File: config.mk
export PLATFORM = sky130hd
export DESIGN_NAME = wake_supervisor
export DESIGN_NICKNAME = d
export VERILOG_FILES = /design/src/rtl/wake_sup_pkg.sv /design/src/rtl/wake_sup_datapath.sv /design/src/rtl/wake_sup_ctrl.sv /design/src/rtl/wake_supervisor.sv
export SDC_FILE = /design/constraint.sdc
export NUM_CORES = 1
export LEC_CHECK = 0
export BUFFER_PORTS_ARGS = -buffer_cell sky130_fd_sc_hd__buf_2
export CAP_MARGIN = 25
export CORE_MARGIN = 2
export CORE_UTILIZATION = 52
export DETAILED_ROUTE_END_ITERATION = 6
export PLACE_DENSITY = 0.76
export SLEW_MARGIN = 20
export SYNTH_ARGS = -nofsm -noshare
export SYNTH_HDL_FRONTEND = slang
export SYNTH_SLANG_ARGS = --single-unit
File: constraint.sdc
create_clock -name clk -period 5.7 [get_ports clk]
set_input_delay 0 -clock clk [delete_from_list [all_inputs] [get_ports clk]]
set_output_delay 0 -clock clk [all_outputs]
set_load 0.01 [all_outputs]
File: src/rtl/wake_sup_pkg.sv
package wake_sup_pkg;

  // Fixed timing ratios, in base units
  localparam int RESET_UNITS = 1;
  localparam int START_UNITS = 4;
  localparam int HALF_UNITS  = 4;
  localparam int MAX_UNITS   = (START_UNITS > HALF_UNITS) ?
                               ((START_UNITS > RESET_UNITS) ? START_UNITS : RESET_UNITS) :
                               ((HALF_UNITS > RESET_UNITS) ? HALF_UNITS : RESET_UNITS);

  typedef enum logic [2:0] {
    ST_SUPPLY_BAD = 3'd0,
    ST_RST_HOLD   = 3'd1,
    ST_START_DLY  = 3'd2,
    ST_WAKE_HI    = 3'd3,
    ST_WAKE_LO    = 3'd4
  } supState_e;

  typedef enum logic [1:0] {
    LIM_RESET = 2'd0,
    LIM_START = 2'd1,
    LIM_HALF  = 2'd2
  } limSel_e;

  // Control-to-datapath strobes
  typedef struct packed {
    logic    clrTimer;
    limSel_e limSel;
    logic    clrSeen;
    logic    armSeen;
  } supStrobe_t;

endpackage

File: src/rtl/wake_sup_datapath.sv
module wake_sup_datapath
  import wake_sup_pkg::*;
#(
  parameter int UNIT_CLKS   = 1000,
  parameter int SYNC_STAGES = 2
) (
  input  logic       clk,
  input  logic       rst,
  input  logic       wdogIn,
  input  supStrobe_t strobe,
  output logic       phaseDone,
  output logic       fallPulse,
  output logic       seenEdge
);

  localparam int PRE_W  = (UNIT_CLKS > 1) ? $clog2(UNIT_CLKS) : 1;
  localparam int UNIT_W = $clog2(MAX_UNITS + 1);
  localparam logic [PRE_W-1:0]  PRE_LAST = PRE_W'(UNIT_CLKS - 1);
  localparam logic [UNIT_W-1:0] LAST_RESET = UNIT_W'(RESET_UNITS - 1);
  localparam logic [UNIT_W-1:0] LAST_START = UNIT_W'(START_UNITS - 1);
  localparam logic [UNIT_W-1:0] LAST_HALF  = UNIT_W'(HALF_UNITS - 1);

  logic [SYNC_STAGES-1:0] syncQ;
  logic                   prevSample;
  logic [PRE_W-1:0]       preCnt;
  logic [UNIT_W-1:0]      unitCnt;
  logic [UNIT_W-1:0]      unitLast;
  logic                   seenQ;

  // Watchdog synchroniser chain
  generate
    for (genvar s = 0; s < SYNC_STAGES; s++) begin : g_sync
      if (s == 0) begin : g_first
        always_ff @(posedge clk) begin
          if (rst) syncQ[0] <= 1'b0;
          else     syncQ[0] <= wdogIn;
        end
      end else begin : g_next
        always_ff @(posedge clk) begin
          if (rst) syncQ[s] <= 1'b0;
          else     syncQ[s] <= syncQ[s-1];
        end
      end
    end
  endgenerate

  always_ff @(posedge clk) begin
    if (rst) prevSample <= 1'b0;
    else     prevSample <= syncQ[SYNC_STAGES-1];
  end

  assign fallPulse = prevSample & ~syncQ[SYNC_STAGES-1];

  // Phase limit selected by control
  always_comb begin
    case (strobe.limSel)
      LIM_RESET: unitLast = LAST_RESET;
      LIM_START: unitLast = LAST_START;
      default:   unitLast = LAST_HALF;
    endcase
  end

  // Prescaler and unit counter
  always_ff @(posedge clk) begin
    if (rst || strobe.clrTimer) begin
      preCnt  <= '0;
      unitCnt <= '0;
    end else if (preCnt == PRE_LAST) begin
      preCnt  <= '0;
      unitCnt <= unitCnt + 1'b1;
    end else begin
      preCnt  <= preCnt + 1'b1;
    end
  end

  assign phaseDone = (preCnt == PRE_LAST) && (unitCnt == unitLast);

  // Watchdog-seen flag for the current wake-up cycle
  always_ff @(posedge clk) begin
    if (rst)                             seenQ <= 1'b0;
    else if (strobe.clrSeen)             seenQ <= 1'b0;
    else if (strobe.armSeen && fallPulse) seenQ <= 1'b1;
  end

  assign seenEdge = seenQ;

  AST_PRESCALE_BOUND: assert property (@(posedge clk) disable iff (rst)
    preCnt <= PRE_LAST);

  AST_SEEN_STICKY: assert property (@(posedge clk) disable iff (rst)
    (seenQ && !strobe.clrSeen) |=> seenQ);

endmodule

File: src/rtl/wake_sup_ctrl.sv
module wake_sup_ctrl
  import wake_sup_pkg::*;
(
  input  logic       clk,
  input  logic       rst,
  input  logic       supplyOk,
  input  logic       phaseDone,
  input  logic       fallPulse,
  input  logic       seenEdge,
  output supStrobe_t strobe,
  output logic       resetN,
  output logic       wakeOut
);

  supState_e state, nextState;

  always_comb begin
    nextState = state;
    case (state)
      ST_SUPPLY_BAD: if (supplyOk)  nextState = ST_RST_HOLD;
      ST_RST_HOLD:   if (phaseDone) nextState = ST_START_DLY;
      ST_START_DLY:  if (phaseDone) nextState = ST_WAKE_HI;
      ST_WAKE_HI:    if (phaseDone) nextState = ST_WAKE_LO;
      ST_WAKE_LO:    if (phaseDone) nextState = (seenEdge || fallPulse) ? ST_WAKE_HI : ST_RST_HOLD;
      default:       nextState = ST_SUPPLY_BAD;
    endcase
    if (!supplyOk) nextState = ST_SUPPLY_BAD;
  end

  always_ff @(posedge clk) begin
    if (rst) state <= ST_SUPPLY_BAD;
    else     state <= nextState;
  end

  always_comb begin
    strobe.clrTimer = (nextState != state) || (state == ST_SUPPLY_BAD);
    case (state)
      ST_RST_HOLD:  strobe.limSel = LIM_RESET;
      ST_START_DLY: strobe.limSel = LIM_START;
      default:      strobe.limSel = LIM_HALF;
    endcase
    strobe.clrSeen = (nextState == ST_WAKE_HI) && (state != ST_WAKE_HI);
    strobe.armSeen = (state == ST_WAKE_HI) || (state == ST_WAKE_LO);
  end

  assign resetN  = (state == ST_START_DLY) || (state == ST_WAKE_HI) || (state == ST_WAKE_LO);
  assign wakeOut = (state == ST_WAKE_HI) && !seenEdge;

  AST_SUPPLY_DROP: assert property (@(posedge clk) disable iff (rst)
    !supplyOk |=> (!resetN && !wakeOut));

  AST_EDGE_HOLDS_LOW: assert property (@(posedge clk) disable iff (rst)
    (state == ST_WAKE_HI && seenEdge) |=> !wakeOut);

  AST_WAKE_NEEDS_RUN: assert property (@(posedge clk) disable iff (rst)
    wakeOut |-> resetN);

endmodule

File: src/rtl/wake_supervisor.sv
module wake_supervisor
  import wake_sup_pkg::*;
#(
  parameter int UNIT_CLKS = 1000
) (
  input  logic clk,
  input  logic rst,
  input  logic supplyOk,
  input  logic wdogIn,
  output logic resetN,
  output logic wakeOut
);

  supStrobe_t strobe;
  logic       phaseDone;
  logic       fallPulse;
  logic       seenEdge;

  wake_sup_datapath #(.UNIT_CLKS(UNIT_CLKS), .SYNC_STAGES(2)) dp_i (
    .clk       (clk),
    .rst       (rst),
    .wdogIn    (wdogIn),
    .strobe    (strobe),
    .phaseDone (phaseDone),
    .fallPulse (fallPulse),
    .seenEdge  (seenEdge)
  );

  wake_sup_ctrl ctrl_i (
    .clk       (clk),
    .rst       (rst),
    .supplyOk  (supplyOk),
    .phaseDone (phaseDone),
    .fallPulse (fallPulse),
    .seenEdge  (seenEdge),
    .strobe    (strobe),
    .resetN    (resetN),
    .wakeOut   (wakeOut)
  );

  AST_RELEASE_NEEDS_SUPPLY: assert property (@(posedge clk) disable iff (rst)
    $rose(resetN) |-> $past(supplyOk));

  AST_START_GAP: assert property (@(posedge clk) disable iff (rst)
    $rose(resetN) |-> !wakeOut);

  AST_WAKE_RISE_AFTER_RUN: assert property (@(posedge clk) disable iff (rst)
    $rose(wakeOut) |-> $past(resetN));

endmodule

==> results.py, run 1 <==
metrics = {
    "synth": {
        "ys_ff_latch": 20,
        "netlist_area_um2": 963,
        "yosysWarningCount": 0,
        "syn_inst": 114,
        "ys_top_cells_by_area": "dfxtp_1 42%, nor2_1 9.0%, nand2_1 4.7%, xnor2_1 3.6%, xor2_1 3.6%",
        "ys_seq_area_share_pct": 41.6,
        "synth_top_area_share_pct": 41.6,
        "yosys.area.top_type": "dfxtp_1",
        "ys.flop_type": "dfxtp_1",
        "synth-edff-count": 0,
        "synth_cell_type_count": 32,
        "synthArstFlopShare_pct": 0,
        "syn-num-nets": 120,
        "syn_area_per_cell_um2": 8.45,
    },
    "global_routing": {
        "grt_max_degree": 12,
        "grt-ovfl-total": 0,
        "grt_pass1_wl_mm": 2.85,
        "groute.usage.overall_pct": 18.5,
        "grt_pass1_vias": 704,
        "antenna_found_initial": 0,
    },
    "sta": {
        "setup_tns_ns": 0,
        "hold_viol": 0,
        "clock_skew_ns": 0.00424,
        "slew_headroom_pct": 56.0,
        "fin_crit_ns": 1.94,
        "slew_viol_final": 0,
        "max_freq_mhz": 517,
        "rsz0062_at_grt": "no",
        "worst_slew_pin_slew_ns": 0.655,
        "whs_ns": 0.0791,
        "fin_crit_sh_pct": 34.0,
        "finalSetupViolations": 0,
    },
    "worst_setup_path": {
        "path_class": "flip-flop to flip-flop",
        "cp.required_ns": 5.94,
        "crit_fanout": 5,
        "end_kind": "flip-flop",
        "crit_arrival_ns": 2.18,
        "reg2reg_depth": 6,
        "cp-start-kind": "flip-flop",
    },
    "drt": {
        "met2_wirelength_um": 827,
        "wire_per_inst_um": 11.4,
        "met3WireLength_um": 59,
        "vias_per_cell": 5.37,
        "wl_met1_um": 788,
        "drt_first_pass_iters": 4,
        "dr.first_iter.drc_count": 10,
        "drt_wl_total_mm": 1.70,
        "routed.top_layer": "met4",
        "drcViolationCount": 0,
        "vias": 800,
        "antenna_left": 0,
    },
    "layout": {
        "drive_gt1_share_pct": 13.7,
        "final_util_pct": 62.0,
        "antenna_cells": 0,
        "num-nets-final": 131,
        "final_cell_mix": "23 x nor2_1, 20 x dfxtp_1, 12 x nand2_1",
        "area_delta_synth_final_pct": 11.2,
        "final_common_cell": "nor2_1",
        "fillers": 167,
    },
    "flow_run": {
        "maxCapViolations": 0,
    },
    "placement": {
        "gp_congestion": 0.784,
        "numPortBuffers": 5,
        "dpl.hpwl_mm": 1.31,
    },
    "pwr": {
        "p_seq_share_pct": 61.4,
        "power_density_mw_per_mm2": 216,
        "leakagePower_nw": 0.364,
        "swShare_pct": 20.3,
        "combPwrFrac_pct": 3.8,
        "p_sw_w": 0.0000470,
        "power.internal_w": 0.000184,
        "clkPwrFrac_pct": 34.8,
        "ir_drop_mv": 0.160,
    },
    "floorplanning": {
        "fp.dieH_um": 47.0,
        "die_w_um": 47.0,
        "dieArea_mm2": 0.00221,
        "fp.coreArea_mm2": 0.00173,
        "rows": 15,
        "io_pins": 6,
        "initial_utilization_pct": 55.8,
    },
    "clock_network": {
        "cts.path.max_buffers": 2,
        "insertion_delay_ns": 0.30,
        "clk_pin_slew_worst_paths_ns": 0.11,
        "htreeDepth": 1,
        "root_buffer": "clkbuf_4",
        "clock_sinks": 20,
        "cts_tree": "done",
        "numCtsBuffers": 3,
    },
    "min_path": {
        "hold_path_class": "input port to flip-flop",
        "worstHoldPathCells": 3,
    },
    "outcome": {
        "outcome": "complete, no violations",
    },
}
state kept, by name, summed over array words and instances (netlist names):
name	flops
dp_i.seenEdge	1
ctrl_i.state	3
dp_i.syncQ	2
dp_i.preCnt	10
dp_i.prevSample	1
dp_i.unitCnt	3
Yosys cell counts, drive strengths merged (2+ instances only):
| master | instances |
|---|---|
| nand3 | 6 |
| xor2 | 4 |
| ha | 2 |
| nor2 | 23 |
| nor3 | 3 |
| dfxtp | 20 |
| mux2 | 2 |
| or3 | 2 |
| nand2 | 12 |
| and2 | 2 |
| o21ai | 4 |
| nor2b | 4 |
| xnor2 | 4 |
| nand2b | 3 |
| and3 | 2 |
| a21oi | 7 |
area by class of cell:
cell class	instances	area, µm²	area share [%]
timing repair buffer	7	45.0	4.21
tap	25	31.3	2.92
sequential	20	400	37.4
inverter	1	3.75	0.350
clock buffer	4	36.3	3.39
multi-input combinational	92	554	51.8
worst max-delay path, stage by stage, from the launching register on:
cell and delay, ns:
dfxtp_1 0.38, ha_1 0.21, nand2_1 0.12, or3_4 0.42, or3_4 0.35, a211o_1 0.30
a21oi_2 0.09
worst paths after layout:
check | to | startpoint | slack [ns]
max | ctrl_i.state[0]$_SDFF_PP0_ | dp_i.preCnt[0]$_SDFF_PP0_ | 3.76
min | ctrl_i.state[2]$_SDFF_PP0_ | supplyOk | 0.08
max reg2reg | ctrl_i.state[0]$_SDFF_PP0_ | dp_i.preCnt[0]$_SDFF_PP0_ | 3.76
min reg2reg | dp_i.prevSample$_SDFF_PP0_ | dp_i.syncQ[1]$_SDFF_PP0_ | 0.46
power by group through the flow:
stage                     Sequential, W  Combinational [W]   Clock, W
after floorplan                0.000145         0.00000506          0
after global placement         0.000145         0.00000726          0
after detailed placement       0.000145         0.00000762          0
after CTS                      0.000142         0.00000869  0.0000844
after global routing           0.000142         0.00000981  0.0000881
final                          0.000142         0.00000870  0.0000805
cell families after synthesis:
| group | share of synthesized area, % |
|---|---|
| compound gates | 11.4 |
| xor+xnor | 7.27 |
| fa+ha+maj | 2.60 |
| buf+inv | 0.908 |
| flops | 41.6 |
| mux | 3.38 |
| simple gates | 32.9 |
layer usage:
metal,GRT usage [%],up-vias
met5,0,-
met4,6.67,0
met3,5.77,4
met2,32.3,15
met1,21.1,365
li1,-,416
per-stage QoR:
stage          cell area (µm²)  std cells  setup WS, ns  total power (W)
6_report                  1070        149          3.76         0.000231
3_3_place_gp              1010        143          3.81         0.000152
3_5_place_dp              1010        143          3.78         0.000153
2_1_floorplan              963        114          3.85         0.000150
4_1_cts                   1070        149          3.75         0.000235
5_1_grt                   1070        149          3.60         0.000240
repair_timing:
action / in CTS / in global routing
endpoints found under the hold margin: 3 / 0
hold buffers: 2 / 0
gates resized for setup: 0 / 0
buffers inserted: 0 / 0
Note: power is estimated with default switching activity, not from simulation.
==> run 2: changes to the inputs <==
- clock period: 5.7 -> 1.9 ns (I/O delays scaled with it)
==> results.py, run 2 (synthesized netlist as in run 1, its figures left out) <==
metrics = {
    "layout": {
        "num-nets-final": 142,
        "largest_reg_flops": 10,
        "reg_top3": "dp_i.preCnt: 10 flops, ctrl_i.state: 3 flops, dp_i.unitCnt: 3 flops",
        "area_delta_synth_final_pct": 24.4,
        "regMostFlops": "dp_i.preCnt",
        "drive_gt1_share_pct": 25.2,
        "antenna_cells": 0,
        "fillers": 139,
        "final_common_cell": "nor2_1",
        "final_cell_mix": "23 x nor2_1, 18 x dfxtp_1, 11 x nand2_1, 11 x buf_4",
    },
    "sta": {
        "finalSetupViolations": 0,
        "worst_slew_pin_slew_ns": 0.387,
        "hold_viol": 0,
        "fin_crit_sh_pct": 97.4,
        "fin_crit_ns": 1.85,
        "slew_headroom_pct": 74.0,
        "clock_skew_ns": 0.00180,
        "max_freq_mhz": 541,
        "slew_viol_final": 0,
        "setup_tns_ns": 0,
    },
    "drt": {
        "antenna_left": 0,
        "drcViolationCount": 0,
        "drt_wl_total_mm": 1.90,
        "vias": 832,
        "dr.first_iter.drc_count": 7,
        "wire_per_inst_um": 11.9,
        "drt_first_pass_iters": 2,
        "vias_per_cell": 5.20,
    },
    "global_routing": {
        "antenna_found_initial": 0,
        "grt_pass1_wl_mm": 3.26,
        "grt_pass1_vias": 739,
        "grt-ovfl-total": 0,
        "grt_max_degree": 13,
        "groute.usage.overall_pct": 21.7,
    },
    "pwr": {
        "power_density_mw_per_mm2": 673,
        "ir_drop_mv": 0.485,
        "power.total_w": 0.000807,
        "swShare_pct": 19.2,
        "power.internal_w": 0.000652,
        "p_sw_w": 0.000155,
        "p_seq_share_pct": 52.7,
        "clkPwrFrac_pct": 43.6,
        "leakagePower_nw": 0.433,
        "combPwrFrac_pct": 3.7,
    },
    "floorplanning": {
        "fp.coreArea_mm2": 0.00173,
        "io_pins": 6,
        "fp.dieH_um": 47.0,
        "dieArea_mm2": 0.00221,
        "die_w_um": 47.0,
        "initial_utilization_pct": 55.8,
        "rows": 15,
    },
    "worst_setup_path": {
        "crit_fanout": 4,
        "cp-start-kind": "flip-flop",
        "r2r-end": "ctrl_i.state[0]$_SDFF_PP0_",
        "reg2reg_from": "dp_i.preCnt[3]$_SDFF_PP0_",
        "end_kind": "flip-flop",
        "path_class": "flip-flop to flip-flop",
        "reg2reg_slack_ns": 0.05,
        "cp.required_ns": 2.15,
        "crit_arrival_ns": 2.10,
        "reg2reg_depth": 5,
    },
    "placement": {
        "gp_congestion": 0.828,
        "dpl.hpwl_mm": 1.43,
        "numPortBuffers": 5,
    },
    "clock_network": {
        "cts.path.max_buffers": 2,
        "root_buffer": "clkbuf_4",
        "cts_tree": "done",
        "clock_sinks": 20,
        "insertion_delay_ns": 0.31,
        "clk_pin_slew_worst_paths_ns": 0.12,
        "htreeDepth": 1,
        "numCtsBuffers": 3,
        "post_cts_buffers": 0,
    },
    "flow_run": {
        "maxCapViolations": 0,
    },
    "min_path": {
        "hold_path_class": "input port to flip-flop",
        "hp-start": "supplyOk",
        "worstHoldEndpoint": "dp_i.seenEdge$_SDFFE_PP0P_",
        "worstHoldPathCells": 3,
    },
    "outcome": {
        "outcome": "complete, no violations",
    },
}
==> run 2: per-layer routing <==
layer  routed length [µm]  vias to the layer above  global-route usage, %  part of all wire, %
li1                     -                      438                      -                    -
met1                  899                      382                   26.4                   47
met2                  913                        8                   34.8                   48
met3                   46                        4                   4.62                  2.4
met4                   42                        0                   13.3                  2.2
met5                    0                        -                      0                    0
==> run 2: final cells by class <==
type | count | area [µm²] | share of cell area (%)
clock buffers | 3 | 22.5 | 1.88
clock inverters | 1 | 30.0 | 2.51
inverters | 1 | 3.75 | 0.313
multi-input cells | 92 | 581 | 48.4
flip-flops and latches | 20 | 403 | 33.6
well taps | 25 | 31.3 | 2.61
repair buffers | 18 | 128 | 10.6
==> run 2: power by group through the flow <==
stage / Sequential (W) / Clock [W] / Combinational, W
3_5_place_dp: 0.000435 / 0 / 0.0000265
3_3_place_gp: 0.000434 / 0 / 0.0000256
5_1_grt: 0.000426 / 0.000369 / 0.0000333
2_1_floorplan: 0.000435 / 0 / 0.0000152
4_1_cts: 0.000425 / 0.000356 / 0.0000298
6_report: 0.000425 / 0.000352 / 0.0000301
==> run 2: worst max-delay path by stage <==
stage | to | slack, ns | start | cells after the start
2_1_floorplan | ctrl_i.state[0]$_SDFF_PP0_ | 0.05 | dp_i.preCnt[0]$_SDFF_PP0_ | 6
3_3_place_gp | ctrl_i.state[0]$_SDFF_PP0_ | 0.09 | dp_i.preCnt[1]$_SDFF_PP0_ | 6
6_report | ctrl_i.state[0]$_SDFF_PP0_ | 0.05 | dp_i.preCnt[3]$_SDFF_PP0_ | 5
4_1_cts | ctrl_i.state[0]$_SDFF_PP0_ | 0.03 | dp_i.preCnt[1]$_SDFF_PP0_ | 6
5_1_grt | ctrl_i.state[0]$_SDFF_PP0_ | -0.006 | dp_i.preCnt[3]$_SDFF_PP0_ | 5
3_5_place_dp | ctrl_i.state[0]$_SDFF_PP0_ | 0.06 | dp_i.preCnt[1]$_SDFF_PP0_ | 6
==> run 2: repair_timing <==
action	4_1_cts	5_1_grt
endpoints found under the hold margin	3	0
setup endpoints to repair	0	3
hold buffers	2	0
gates resized for setup	0	6
==> run 2: critical path: stages (launching register included) <==
cell       delay [ns]
dfxtp_1          0.37
nand4bb_4        0.25
or3_4            0.42
or3_4            0.35
a211o_1          0.31
a21oi_2          0.09
==> run 2: stage by stage <==
stage | instances | utilization (%) | hold WS (ns) | worst slack (ns) | area (µm²)
after floorplan | 114 | - | 0.0667 | 0.0544 | 963
after global placement | 154 | 63.6 | 0.215 | 0.0930 | 1100
after detailed placement | 154 | 63.6 | 0.225 | 0.0604 | 1100
after CTS | 160 | 67.8 | 0.0828 | 0.0292 | 1170
after global routing | 160 | 69.4 | 0.131 | -0.00573 | 1200
final | 160 | 69.4 | 0.0847 | 0.0503 | 1200
==> run 3: changes to the inputs <==
- GPL_TIMING_DRIVEN: not set -> 0
==> results.py, run 3 (synthesized netlist as in run 1, its figures left out) <==
metrics = {
    "pwr": {
        "clkPwrFrac_pct": 43.6,
        "ir_drop_mv": 0.456,
        "swShare_pct": 19.1,
        "power_density_mw_per_mm2": 697,
        "p_sw_w": 0.000153,
        "power.internal_w": 0.000649,
        "p_seq_share_pct": 53.0,
        "combPwrFrac_pct": 3.5,
        "leakagePower_nw": 0.392,
    },
    "sta": {
        "clock_skew_ns": 0.00368,
        "slew_viol_final": 0,
        "fin_crit_sh_pct": 96.8,
        "rsz0062_at_grt": "yes",
        "hold_viol": 0,
        "fin_crit_ns": 1.84,
        "max_freq_mhz": 543,
        "worst_slew_pin_slew_ns": 0.634,
        "finalSetupViolations": 0,
        "slew_headroom_pct": 57.4,
    },
    "layout": {
        "final_cell_mix": "23 x nor2_1, 16 x dfxtp_1, 11 x nand2_1",
        "final_util_pct": 66.7,
        "final_cell_area_mm2": 0.00115,
        "final_common_cell": "nor2_1",
        "area_delta_synth_final_pct": 19.5,
        "num-nets-final": 134,
        "regMostFlops": "dp_i.preCnt",
        "fillers": 143,
        "reg_top3": "dp_i.preCnt: 10 flops, ctrl_i.state: 3 flops, dp_i.unitCnt: 3 flops",
        "largest_reg_flops": 10,
        "antenna_cells": 0,
        "drive_gt1_share_pct": 22.0,
    },
    "outcome": {
        "outcome": "complete, no violations",
    },
    "worst_setup_path": {
        "end_kind": "flip-flop",
        "cp.required_ns": 2.15,
        "crit_fanout": 5,
        "crit_arrival_ns": 2.09,
        "path_class": "flip-flop to flip-flop",
        "cp-start-kind": "flip-flop",
    },
    "clock_network": {
        "cts.path.max_buffers": 2,
        "clk_pin_slew_worst_paths_ns": 0.12,
        "numCtsBuffers": 3,
        "insertion_delay_ns": 0.31,
        "cts_tree": "done",
        "root_buffer": "clkbuf_4",
        "htreeDepth": 1,
        "clock_sinks": 20,
    },
    "placement": {
        "dpl.hpwl_mm": 1.32,
        "gp_congestion": 0.788,
        "placed_area_mm2": 0.00102,
        "numPortBuffers": 5,
    },
    "floorplanning": {
        "io_pins": 6,
        "fp.dieH_um": 47.0,
        "initial_utilization_pct": 55.8,
        "rows": 15,
        "dieArea_mm2": 0.00221,
        "fp.coreArea_mm2": 0.00173,
        "die_w_um": 47.0,
    },
    "drt": {
        "drt_wl_total_mm": 1.81,
        "antenna_left": 0,
        "vias_per_cell": 5.35,
        "wire_per_inst_um": 11.9,
        "met3WireLength_um": 48,
        "vias": 813,
        "wl_met1_um": 822,
        "met2_wirelength_um": 906,
        "drcViolationCount": 0,
        "drt_first_pass_iters": 4,
        "dr.first_iter.drc_count": 5,
        "routed.top_layer": "met4",
    },
    "min_path": {
        "hold_path_class": "input port to flip-flop",
    },
    "flow_run": {
        "maxCapViolations": 0,
    },
    "global_routing": {
        "groute.usage.overall_pct": 19.2,
        "grt_max_degree": 13,
        "grt-ovfl-total": 0,
        "antenna_found_initial": 0,
        "grt_pass1_wl_mm": 2.95,
        "grt_pass1_vias": 739,
    },
}
[run 3: cell count changes in the layout (fill, tap and decap cells not counted), sizes merged]
cell  change
buf       -8
[run 3: layer usage]
| layer | vias to the layer above | GRT usage (%) |
|---|---|---|
| met2 | 11 | 34.2 |
| met1 | 378 | 21.0 |
| li1 | 419 | - |
| met4 | 0 | 9.44 |
| met5 | - | 0 |
| met3 | 5 | 4.62 |
[run 3: path summary, 6_finish.rpt]
check                       startpoint                    endpoint  slack [ns]  cells past startpoint
min reg2reg   dp_i.syncQ[1]$_SDFF_PP0_  dp_i.prevSample$_SDFF_PP0_        0.45                      2
max reg2reg  dp_i.preCnt[6]$_SDFF_PP0_  ctrl_i.state[0]$_SDFF_PP0_        0.06                      5
min                           supplyOk  ctrl_i.state[2]$_SDFF_PP0_        0.07                      3
max          dp_i.preCnt[6]$_SDFF_PP0_  ctrl_i.state[0]$_SDFF_PP0_        0.06                      5
[run 3: per-stage QoR]
stage               cells  total power, W  setup slack, ns  hold slack [ns]   TNS, ns
floorplan             114        0.000450           0.0544           0.0667         0
CTS                   151        0.000808           0.0148           0.0630         0
finish                152        0.000802           0.0599           0.0692         0
detailed placement    144        0.000458          -0.0905            0.231    -0.178
global route          152        0.000837         -0.00972           0.0809  -0.00972
global placement      144        0.000457          -0.0671            0.217    -0.118
[run 3: repair_timing]
item	4_1_cts	5_1_grt
pin swaps	1	2
gates resized for setup	6	4
hold endpoints to repair	3	0
buffers inserted	1	1
hold buffers	2	0
endpoints found under the setup margin	3	3
[run 3: area by class of cell]
type / count / area, µm² / share of cell area, %
timing repair buffer: 9 / 60.1 / 5.22
multi-input combinational: 92 / 591 / 51.3
clock inverter: 1 / 30.0 / 2.61
inverter: 1 / 3.75 / 0.326
clock buffer: 3 / 22.5 / 1.96
sequential: 20 / 408 / 35.4
buffer: 1 / 5.00 / 0.435
tap: 25 / 31.3 / 2.72
[run 3: power groups by stage]
| stage | sequential, W | combinational (W) | clock (W) |
|---|---|---|---|
| after CTS | 0.000426 | 0.0000267 | 0.000356 |
| after global routing | 0.000426 | 0.0000305 | 0.000380 |
| final | 0.000425 | 0.0000277 | 0.000350 |
| after global placement | 0.000436 | 0.0000216 | 0 |
| after detailed placement | 0.000435 | 0.0000231 | 0 |
| after floorplan | 0.000435 | 0.0000152 | 0 |
[run 3: worst max-delay path, cell delays in order, from the launching register on]
cell	delay [ns]
dfxtp_1	0.41
nand3_1	0.21
or3_4	0.40
or3_4	0.35
a211o_1	0.32
a21oi_2	0.10
